File: src/rtl/uart_tx_pkg.sv
package uart_tx_pkg;
  localparam int unsigned WORD_MAX  = 8;
  localparam int unsigned FRAME_MAX = WORD_MAX + 4;
  localparam int unsigned CNT_W     = $clog2(FRAME_MAX + 1);

  function automatic int unsigned word_len(input logic [1:0] wlen);
    return 5 + 32'(wlen);
  endfunction

  function automatic logic [WORD_MAX-1:0] mask_word(input logic [WORD_MAX-1:0] data,
                                                    input logic [1:0] wlen);
    logic [WORD_MAX-1:0] m;
    for (int i = 0; i < WORD_MAX; i++) m[i] = data[i] && (i < int'(word_len(wlen)));
    return m;
  endfunction

  function automatic logic parity_of(input logic [WORD_MAX-1:0] masked,
                                     input logic even_sel, input logic stick);
    if (stick) return ~even_sel;
    return even_sel ? ^masked : ~^masked;
  endfunction

  function automatic logic [CNT_W-1:0] frame_len(input logic [1:0] wlen,
                                                 input logic par_en, input logic stop2);
    return CNT_W'(2 + word_len(wlen) + 32'(par_en) + 32'(stop2));
  endfunction

  function automatic logic [FRAME_MAX-1:0] build_frame(input logic [WORD_MAX-1:0] masked,
                                                       input logic [1:0] wlen,
                                                       input logic par_en, input logic par);
    logic [FRAME_MAX-1:0] f;
    int unsigned len;
    len  = word_len(wlen);
    f    = '1;
    f[0] = 1'b0;
    for (int i = 0; i < WORD_MAX; i++) if (i < int'(len)) f[i+1] = masked[i];
    if (par_en) f[len+1] = par;
    return f;
  endfunction
endpackage

File: src/rtl/tx_parity.sv
module tx_parity
  import uart_tx_pkg::*;
(
  input  logic [WORD_MAX-1:0] data,
  input  logic [1:0]          wlen,
  input  logic                even_sel,
  input  logic                stick,
  output logic [WORD_MAX-1:0] masked,
  output logic                par_bit
);
  assign masked  = mask_word(data, wlen);
  assign par_bit = parity_of(masked, even_sel, stick);
endmodule

File: src/rtl/tx_shifter.sv
module tx_shifter
  import uart_tx_pkg::*;
(
  input  logic                 clk,
  input  logic                 rst_n,
  input  logic                 load,
  input  logic                 baud_tick,
  input  logic [FRAME_MAX-1:0] frame_in,
  input  logic [CNT_W-1:0]     nbits_in,
  output logic                 line,
  output logic                 busy
);
  logic [FRAME_MAX-1:0] shreg;
  logic [CNT_W-1:0]     cnt;
  logic load_acc, bit_step, frame_done;

  assign load_acc   = load && !busy;
  assign bit_step   = baud_tick && busy && (cnt != '0);
  assign frame_done = baud_tick && busy && (cnt == '0);

  always_ff @(posedge clk or negedge rst_n) begin
    if (!rst_n) begin
      shreg <= '1;
      cnt   <= '0;
      busy  <= 1'b0;
      line  <= 1'b1;
    end else if (load_acc) begin
      shreg <= frame_in;
      cnt   <= nbits_in;
      busy  <= 1'b1;
      line  <= 1'b1;
    end else if (bit_step) begin
      line  <= shreg[0];
      shreg <= {1'b1, shreg[FRAME_MAX-1:1]};
      cnt   <= cnt - 1'b1;
    end else if (frame_done) begin
      busy  <= 1'b0;
      line  <= 1'b1;
    end
  end

  a_r1_idle_mark: assert property (@(posedge clk) disable iff (!rst_n) !busy |-> line);
  a_r9_busy_rise: assert property (@(posedge clk) disable iff (!rst_n) load_acc |=> busy);
  a_r9_busy_fall: assert property (@(posedge clk) disable iff (!rst_n) frame_done |=> !busy);
  a_r10_no_reload: assert property (@(posedge clk) disable iff (!rst_n)
    (load && busy && !baud_tick) |=> ($stable(cnt) && $stable(shreg)));
  a_r11_hold: assert property (@(posedge clk) disable iff (!rst_n)
    (!baud_tick) |=> $stable(line));
endmodule

File: src/rtl/uart_frame_tx.sv
module uart_frame_tx
  import uart_tx_pkg::*;
(
  input  logic                clk,
  input  logic                rst_n,
  input  logic                load,
  input  logic [WORD_MAX-1:0] din,
  input  logic [1:0]          wlen,
  input  logic                stop2,
  input  logic                par_en,
  input  logic                even_sel,
  input  logic                stick,
  input  logic                brk,
  input  logic                baud_tick,
  output logic                txd,
  output logic                busy
);
  logic [WORD_MAX-1:0]  masked;
  logic                 par_bit;
  logic [FRAME_MAX-1:0] frame;
  logic [CNT_W-1:0]     nbits;
  logic                 line;

  tx_parity u_par (
    .data(din), .wlen(wlen), .even_sel(even_sel), .stick(stick),
    .masked(masked), .par_bit(par_bit)
  );

  assign frame = build_frame(masked, wlen, par_en, par_bit);
  assign nbits = frame_len(wlen, par_en, stop2);

  tx_shifter u_shf (
    .clk(clk), .rst_n(rst_n), .load(load), .baud_tick(baud_tick),
    .frame_in(frame), .nbits_in(nbits), .line(line), .busy(busy)
  );

  assign txd = line && !brk;

  a_r3_odd_total: assert property (@(posedge clk) disable iff (!rst_n)
    (par_en && !stick && !even_sel) |-> ($countones({masked, par_bit}) % 2 == 1));
  a_r4_even_total: assert property (@(posedge clk) disable iff (!rst_n)
    (par_en && !stick && even_sel) |-> ($countones({masked, par_bit}) % 2 == 0));
  a_r5_fixed_level: assert property (@(posedge clk) disable iff (!rst_n)
    (par_en && stick) |-> (par_bit != even_sel));
  a_r8_break_space: assert property (@(posedge clk) disable iff (!rst_n) brk |-> !txd);
endmodule

File: config.mk
export PLATFORM = sky130hd
export DESIGN_NAME = uart_frame_tx
export DESIGN_NICKNAME = d
export VERILOG_FILES = /design/src/rtl/uart_tx_pkg.sv /design/src/rtl/tx_parity.sv /design/src/rtl/tx_shifter.sv /design/src/rtl/uart_frame_tx.sv
export SDC_FILE = /design/constraint.sdc
export NUM_CORES = 1
export LEC_CHECK = 0
export ABC_AREA = 1
export BUFFER_PORTS_ARGS = -buffer_cell sky130_fd_sc_hd__buf_2
export CAP_MARGIN = 20
export CORE_MARGIN = 8
export CORE_UTILIZATION = 45
export CTS_CLUSTER_SIZE = 16
export DETAILED_ROUTE_END_ITERATION = 8
export PLACE_DENSITY = 0.73
export SLEW_MARGIN = 20
export SYNTH_ARGS = -nofsm -noshare
export SYNTH_HDL_FRONTEND = slang
export SYNTH_HIERARCHICAL = 1
export SYNTH_SLANG_ARGS = --single-unit
File: constraint.sdc
create_clock -name clk -period 1.5 [get_ports clk]
set_clock_uncertainty 0.1 [all_clocks]
set_input_delay 0.075 -clock clk [delete_from_list [all_inputs] [get_ports clk]]
set_output_delay 0.075 -clock clk [all_outputs]
set_load 0.1 [all_outputs]
==> metrics.cfg, run 1 <==
[synthesis]
postSynthCellCount = 245
synth_warnings = 6
synth.most_common_cell = nand2_1
synth_flop_cell = dfstp_2
synth.area.top_cells = dfstp_2, nand2_1, nand3_1, ha_1, dfrtp_1
ys_seq_area_frac = 0.2701
ys_types = 34
synth_top_cell_by_area = dfstp_2
synthArstFlopShare = 1.000
synth_edf_count = 0
avgSynthCellArea_um2 = 7.053
synth_fp_nets = 276
yosysTopAreaCellShare = 0.1977
syn_area_um2 = 1728
synth-seq-cells = 18
synthTopCellsByCount = nand2_1, inv_1, nand3_1, dfstp_2, ha_1

[worst_setup_path]
r2r_setup_slack_ns = 0.14
path_class = in -> reg
r2r_cells = 7
r2r_end = u_shf/shreg[10]
critPathCaptureType = flop
arrival_ns = 1.53
start_kind = primary input
cp.required_ns = 1.60
reg2reg_from = u_shf/cnt[0]
cp_max_fo = 8

[layout]
final_nets = 319
antennaDiodeCount = 0
area_growth_pct = 29.83
fin_util = 0.6082
layout-drive-gt1-share = 0.4321

[min_path]
hold_end = u_shf/busy
hp-start = baud_tick
hp-class = in -> reg
whs_path_depth = 4

[global_routing]
met3_usage = 0.02650
globalRoute.busiestLayer = met2
overflow = 0
grt_max_degree = 24
track_usage = 0.1284
antenna_found_initial = 0
met2_usage = 0.2055
use_met1 = 0.1508
grt_pass1_vias = 1535
grt_pass1_wl_um = 6472

[routing]
vias = 1581
first_pass_iters = 4
wirelength_um = 3725
drtIter0Drc = 120
antenna_left = 0
routedWlPerCell_um = 11.12
drcViolationCount = 0
via_per_inst = 4.719

[die]
rows = 22
io_pins = 21
core_area_um2 = 3689
die_x_um = 77.97
die_area_um2 = 6079
die_h_um = 77.97
start_util = 0.4685

[place]
dp_hpwl_um = 2910
port_buffers = 20
place_congestion = 0.8107

[power_and_ir_drop]
seqPwrFrac = 0.321
irDropWorstVdd_mv = 0.5749
clkPwrFrac = 0.114
netSwitchingPower_uw = 1314
p_per_area_nw_per_um2 = 1335
p_int_uw = 1682
power.leakage_uw = 0.001158
comb_power_share = 0.565
switching_share = 0.4387

[clock_tree]
clkSinkCount = 18
clk_pin_slew_ns = 0.06
cts_tree = built
clock_path_buffers = 2
cts_inserted_buffers = 3
clk_latency_ns = 0.25
clock-root-buffer = clkbuf_8
h-tree-depth = 1

[timing]
max_freq_mhz = 699.1
hold_viol = 0
slew_viol_final = 0
fin_hold_ws_ns = 0.1215
setup_tns_ns = 0
worstMarginPinSlew_ns = 0.4851
finalSetupViolCount = 0
relSlewSlack = 0.6788
min_period_ns = 1.430
fin_crit_sh = 0.9536

[flow_run]
cap_violations = 0

[status]
status = complete, no violations

## logic make-up after synthesis
group,after synthesis,synth area share
adders and majority gates,12,0.09124
xor gates and xnor gates,2,0.01014
AOI/OAI and AO/OA,15,0.05286
DFF,18,0.2701
buffers and inverters,52,0.1506
and+or+nand+nor,146,0.4251
## metal layers
| layer | routed length, um | part of all wire |
|---|---|---|
| met3 | 115 | 0.031 |
| met5 | 0 | 0 |
| met1 | 1697 | 0.46 |
| met2 | 1836 | 0.49 |
| met4 | 75 | 0.020 |
## critical path, stage by stage
cell and delay (ns):
buf_8 0.12, o21ai_4 0.15, nand2_1 0.07, nand2_1 0.08, nand2_2 0.08, nand2_2 0.07, nand2_2 0.06, nand3_2 0.07
nand2_1 0.06, nand2_2 0.10, buf_6 0.13, nand3_2 0.07, nor2_1 0.12, nand2_1 0.06, nand2_1 0.08, nand2_1 0.06
nand2_1 0.07
## timing repair
| action | in CTS | in global routing |
|---|---|---|
| resized for setup | 0 | 41 |
| setup buffers | 0 | 0 |
| endpoints found under the setup margin | 0 | 13 |
| hold endpoints to repair | 19 | 0 |
| hold buffers | 2 | 0 |
## layout by cell type, fill, tap and decap left out, drive strengths merged, types with 3 or more instances in the layout
cell,netlist,final
nand2,86,86
buf,9,46
inv,38,38
nand3,38,38
dfstp,13,13
o21ai,11,11
ha,11,11
nor2,10,10
nand4,9,9
dfrtp,5,5
clkbuf,1,4
clkinv,4,4
or2,3,3
## final cells by class
cell class | instances | area (um2)
fill | 346 | 1445
multi-input combinational | 175 | 1112
sequential | 18 | 470.5
timing repair buffer | 48 | 381.6
inverter | 42 | 173.9
tap | 48 | 60.06
clock buffer | 4 | 45.04
## sequential cells by signal (all words and copies together), names as in the netlist
register	flops
u_shf/line	1
u_shf/busy	1
u_shf/cnt	4
u_shf/shreg	12
## worst max path at each step
stage,slack (ns),from,end,depth (start not counted)
finish,0.07,wlen[1],u_shf/shreg[0],17
global route,-0.02,wlen[1],u_shf/shreg[0],17
CTS,0.01,wlen[0],u_shf/shreg[0],13
detailed placement,-0.23,wlen[0],u_shf/shreg[2],15
global placement,-0.19,wlen[0],u_shf/shreg[1],13
floorplan,0.004,u_shf/line,txd,2
## metrics by stage
step / area [um2] / setup WS, ns / power [uW] / instances
floorplan: 1734 / 0.003687 / 2197 / 245
global placement: 2041 / -0.1874 / 2546 / 329
detailed placement: 2041 / -0.2336 / 2597 / 329
CTS: 2106 / 0.01152 / 2964 / 335
global route: 2243 / -0.01826 / 3273 / 335
finish: 2243 / 0.06954 / 2996 / 335
## power by group through the flow
stage	Clock [uW]	Combinational, uW	Sequential (uW)
CTS	362	1640	963
global placement	0	1590	955
detailed placement	0	1630	971
floorplan	0	1170	1030
finish	341	1690	961
global route	381	1900	993
Power figures use the tool's default switching activity.
==> run 2: changes to the inputs <==
--- a/config.mk
+++ b/config.mk
@@ -6,13 +6,14 @@
 export NUM_CORES = 1
 export LEC_CHECK = 0
 export ABC_AREA = 1
-export BUFFER_PORTS_ARGS = -buffer_cell sky130_fd_sc_hd__buf_2
 export CAP_MARGIN = 20
 export CORE_MARGIN = 8
 export CORE_UTILIZATION = 45
 export CTS_CLUSTER_SIZE = 16
 export DETAILED_ROUTE_END_ITERATION = 8
-export PLACE_DENSITY = 0.73
+export DONT_BUFFER_PORTS = 1
+export PLACE_DENSITY = 0.69
+export RECOVER_POWER = 50
 export SLEW_MARGIN = 20
 export SYNTH_ARGS = -nofsm -noshare
 export SYNTH_HDL_FRONTEND = slang
==> run 2 against run 1 <==
Compared with the run above: wire length fell by 5.6%; critical path depth is 10 lower; global-route usage shrank 0.78 points; via count down 5.2%; largest cell class unchanged.
==> metrics.cfg, run 2 (synthesis gave the netlist of run 1 again) <==
[status]
status = complete, no violations

[routing]
antenna_left = 0
wirelength_um = 3515
via_per_inst = 4.980
vias = 1499
routedWlPerCell_um = 11.68
first_pass_iters = 4
drcViolationCount = 0
drtIter0Drc = 56

[place]
port_buffers = 0
dp_hpwl_um = 2796
placed_area_um2 = 1798
place_congestion = 0.8640

[clock_tree]
clock_path_buffers = 2
clock-root-buffer = clkbuf_8
clkSinkCount = 18
cts_tree = built
post_cts_buffers = 0
clk_latency_ns = 0.25
clk_pin_slew_ns = 0.07
h-tree-depth = 1
cts_inserted_buffers = 3

[layout]
antennaDiodeCount = 0
area_growth_pct = 9.776
layout-drive-gt1-share = 0.2372
regArea_um2 = 470.5
largest_reg_flops = 12
multi_input_area_um2 = 1010
final_nets = 285
final_cell_mix = nand2_1, inv_1, nand3_1
finalInstanceArea_um2 = 1897
fillers = 376
top_register = u_shf/shreg
mostFrequentLayoutCell = nand2_1
top_regs = u_shf/shreg: 12 flops, u_shf/cnt: 4 flops

[die]
rows = 22
die_x_um = 77.97
io_pins = 21
die_h_um = 77.97
core_area_um2 = 3689
die_area_um2 = 6079
start_util = 0.4685

[global_routing]
grt_pass1_vias = 1489
antenna_found_initial = 0
overflow = 0
grt_max_degree = 22
grt_pass1_wl_um = 6230
track_usage = 0.1207

[timing]
relSlewSlack = 0.4486
slew_viol_final = 0
rsz0062_at_grt = no
max_freq_mhz = 713.8
setup_tns_ns = 0
finalSetupViolCount = 0
min_period_ns = 1.401
worstMarginPinSlew_ns = 0.8244
hold_viol = 0
fin_crit_sh = 0.9340

[power_and_ir_drop]
p_per_area_nw_per_um2 = 1504
irDropWorstVdd_mv = 0.4901
power_uw = 2852
power.leakage_uw = 0.0009822

[worst_setup_path]
start_kind = flop
r2r_setup_slack_ns = 0.1
cp_max_fo = 10
critPathCaptureType = flop
path_class = reg -> reg
cp.required_ns = 1.55
arrival_ns = 1.45

[min_path]
hp-class = in -> reg

[flow_run]
cap_violations = 0

[run 2: changes by cell type in the layout (fill, tap and decap cells not counted), moves of 3 or more]
cell / previous run / this run
buf_6: 3 / 0
nand2_1: 69 / 80
nand3_1: 24 / 29
nand3_2: 13 / 8
ha_1: 6 / 10
inv_1: 25 / 31
ha_4: 3 / 0
nand2_2: 14 / 3
inv_2: 12 / 7
dlygate4sd3_1: 2 / 5
buf_2: 16 / 0
buf_4: 23 / 6
[run 2: per-stage QoR]
step / worst slack, ns / hold slack, ns / std cells / utilization
finish: 0.09899 / 0.005284 / 301 / 0.5142
global route: 0.002055 / 0.03735 / 301 / 0.5142
CTS: 0.09550 / 0.001385 / 301 / 0.5132
detailed placement: -0.1188 / -0.3198 / 292 / 0.4874
global placement: -0.07307 / -0.3199 / 292 / 0.4874
floorplan: 0.003687 / -0.3206 / 245 / -
[run 2: what timing repair did]
action | in CTS | in global routing
hold endpoints to repair | 24 | 0
hold buffers | 5 | 0
setup endpoints to repair | 0 | 2
resized for setup | 0 | 2
[run 2: critical path, stage by stage (launching register included)]
cell,delay [ns]
dfrtp_1,0.39
inv_1,0.09
ha_2,0.23
nand3_4,0.12
nand2_8,0.11
nand2_4,0.11
nand3_1,0.10
nand2_1,0.05
[run 2: power breakdown]
group	internal [uW]	switching, uW	total (uW)
Sequential	824	138	961
Clock	189	162	350
Combinational	577	963	1540
[run 2: worst paths after layout]
check,end,cells after the start,start
setup / recovery,u_shf/cnt[3],7,u_shf/cnt[1]
hold / removal,u_shf/shreg[8],4,par_en
setup reg to reg,u_shf/cnt[3],7,u_shf/cnt[1]
hold reg to reg,u_shf/shreg[2],2,u_shf/shreg[2]
max in group asynchronous,u_shf/busy,1,rst_n
min in group asynchronous,u_shf/cnt[2],1,rst_n
[run 2: area by class of cell]
cell class | instances | area share
Clock buffer | 4 | 0.02375
Sequential cell | 18 | 0.2480
Multi-Input combinational cell | 175 | 0.5323
Inverter | 42 | 0.09037
Tap cell | 48 | 0.03166
Timing Repair Buffer | 14 | 0.07388
[run 2: routing by layer]
metal  part of all wire  vias to the layer above  global-route usage
met3              0.066                        4             0.01843
li1                   -                      785                   -
met1               0.47                      668              0.1476
met4              0.017                        0             0.05741
met5                  0                        -                   0
met2               0.44                       42              0.2022
==> run 3: changes to the inputs <==
==> constraint.sdc (replaced) <==
create_clock -name clk -period 1.5 [get_ports clk]
set_clock_uncertainty 0.1 [all_clocks]
set_input_delay 0.3 -clock clk [delete_from_list [all_inputs] [get_ports clk]]
set_output_delay 0.3 -clock clk [all_outputs]
set_load 0.1 [all_outputs]
==> run 3 against run 2 <==
Compared with the run above: the run now ends with setup timing left; total power is 5.5% higher; sequential power about the same; wire length is 4.4% higher; clock power is 15% higher; clock-buffer cell count stayed put; hold slack improved by 0.068 ns.
==> metrics.cfg, run 3 (synthesis gave the netlist of run 1 again) <==
[status]
status = finished, violations left
violations = setup timing

[routing]
via_per_inst = 4.882
wirelength_um = 3668
antenna_left = 0
drtIter0Drc = 83
routedWlPerCell_um = 12.07
first_pass_iters = 4
drcViolationCount = 0
vias = 1484

[worst_setup_path]
critPathCaptureType = output port
arrival_ns = 1.11
cp.required_ns = 1.10
r2r_cells = 7
start_kind = flop
path_class = reg -> out
cp_max_fo = 2

[power_and_ir_drop]
netSwitchingPower_uw = 1327
seqPwrFrac = 0.320
power_uw = 3010
switching_share = 0.4408
power.leakage_uw = 0.001026
p_per_area_nw_per_um2 = 1450
p_int_uw = 1683
irDropWorstVdd_mv = 0.5194
clkPwrFrac = 0.134
comb_power_share = 0.546

[die]
die_h_um = 77.97
io_pins = 21
rows = 22
die_x_um = 77.97
die_area_um2 = 6079
start_util = 0.4685
core_area_um2 = 3689

[layout]
mostFrequentLayoutCell = nand2_1
top_regs = u_shf/shreg: 12 flops, u_shf/cnt: 4 flops
fin_util = 0.5628
layout-drive-gt1-share = 0.3828
area_growth_pct = 20.13
finalInstanceArea_um2 = 2076
top_register = u_shf/shreg
final_nets = 288
fin_cells = 304
final_cell_mix = nand2_1, inv_1, nand3_1
fillers = 377
antennaDiodeCount = 0
largest_reg_flops = 12

[timing]
rsz0062_at_grt = yes
fin_hold_ws_ns = 0.07286
max_freq_mhz = 662.0
slew_viol_final = 0
worstMarginPinSlew_ns = 0.8464
fin_crit_sh = 1.007
relSlewSlack = 0.4339
hold_viol = 0
min_period_ns = 1.511
layout_setup_ws_ns = -0.01065
finalSetupViolCount = 1

[place]
dp_hpwl_um = 2737
numPlacedInstances = 296
placed_area_um2 = 1904
port_buffers = 0
place_congestion = 0.8611

[min_path]
hp-class = in -> reg
whs_path_depth = 2

[clock_tree]
clock_path_buffers = 2
clock-root-buffer = clkbuf_8
cts_inserted_buffers = 3
clkSinkCount = 18
clk_pin_slew_ns = 0.07
cts_tree = built
h-tree-depth = 1
clk_latency_ns = 0.26

[global_routing]
grt_pass1_vias = 1413
globalRoute.busiestLayer = met2
overflow = 0
use_met1 = 0.1511
grt_max_degree = 19
met2_usage = 0.1930
grt_pass1_wl_um = 6147
track_usage = 0.1212
antenna_found_initial = 0
met3_usage = 0.02419

[flow_run]
cap_violations = 0

[run 3: cell count changes in the layout (fill, tap and decap cells not counted), sizes merged]
cell         change
clkbuf           -1
buf              +8
dlygate4sd3      -4
inv              -1
clkinvlp         +1
[run 3: layer usage]
layer  wire [um]  up-vias  share of wire
met5           0        -              0
met4          51        0          0.014
met3         159        4          0.043
met2        1733       33           0.47
met1        1723      659           0.47
li1            -      788              -
[run 3: critical path, cell delays in order, from the launching register on]
cell and delay [ns]:
dfstp_2 0.54, inv_2 0.04, nor2_4 0.09, buf_12 0.18
[run 3: per-stage QoR]
step	TNS, ns	setup WS (ns)
finish	-0.01065	-0.01065
global route	-0.3242	-0.07939
CTS	-0.02482	-0.02482
detailed placement	-2.272	-0.2375
global placement	-2.077	-0.2384
floorplan	-0.5123	-0.09748
[run 3: power groups by stage]
| stage | clock network (uW) | registers, uW | logic [uW] |
|---|---|---|---|
| after detailed placement | 0 | 963 | 1570 |
| after global placement | 0 | 955 | 1540 |
| after floorplan | 0 | 1020 | 1210 |
| final | 403 | 962 | 1640 |
| after global routing | 435 | 996 | 1840 |
| after CTS | 417 | 961 | 1590 |
[run 3: area by class of cell]
type                            instances  area, um2  share of cell area
Clock buffer                            4      55.05             0.02652
Inverter                               42      180.2             0.08680
Multi-Input combinational cell        175       1157              0.5576
Sequential cell                        18      467.9              0.2254
Tap cell                               48      60.06             0.02893
Timing Repair Buffer                   17      155.1             0.07474
[run 3: path summary, 6_finish.rpt]
| kind | start | to | slack (ns) |
|---|---|---|---|
| max in group asynchronous | rst_n | u_shf/busy | 0.24 |
| setup reg to reg | u_shf/cnt[0] | u_shf/cnt[1] | 0.10 |
| hold reg to reg | u_shf/shreg[0] | u_shf/shreg[0] | 0.37 |
| setup / recovery | u_shf/line | txd | -0.01 |
| min in group asynchronous | rst_n | u_shf/busy | 0.49 |
| hold / removal | load | u_shf/busy | 0.07 |
[run 3: timing repair]
item	CTS	global route
gates resized for setup	1	23
pin swaps	0	10
hold buffers	1	0
setup buffers	0	3
hold endpoints to repair	18	0
setup endpoints to repair	1	12
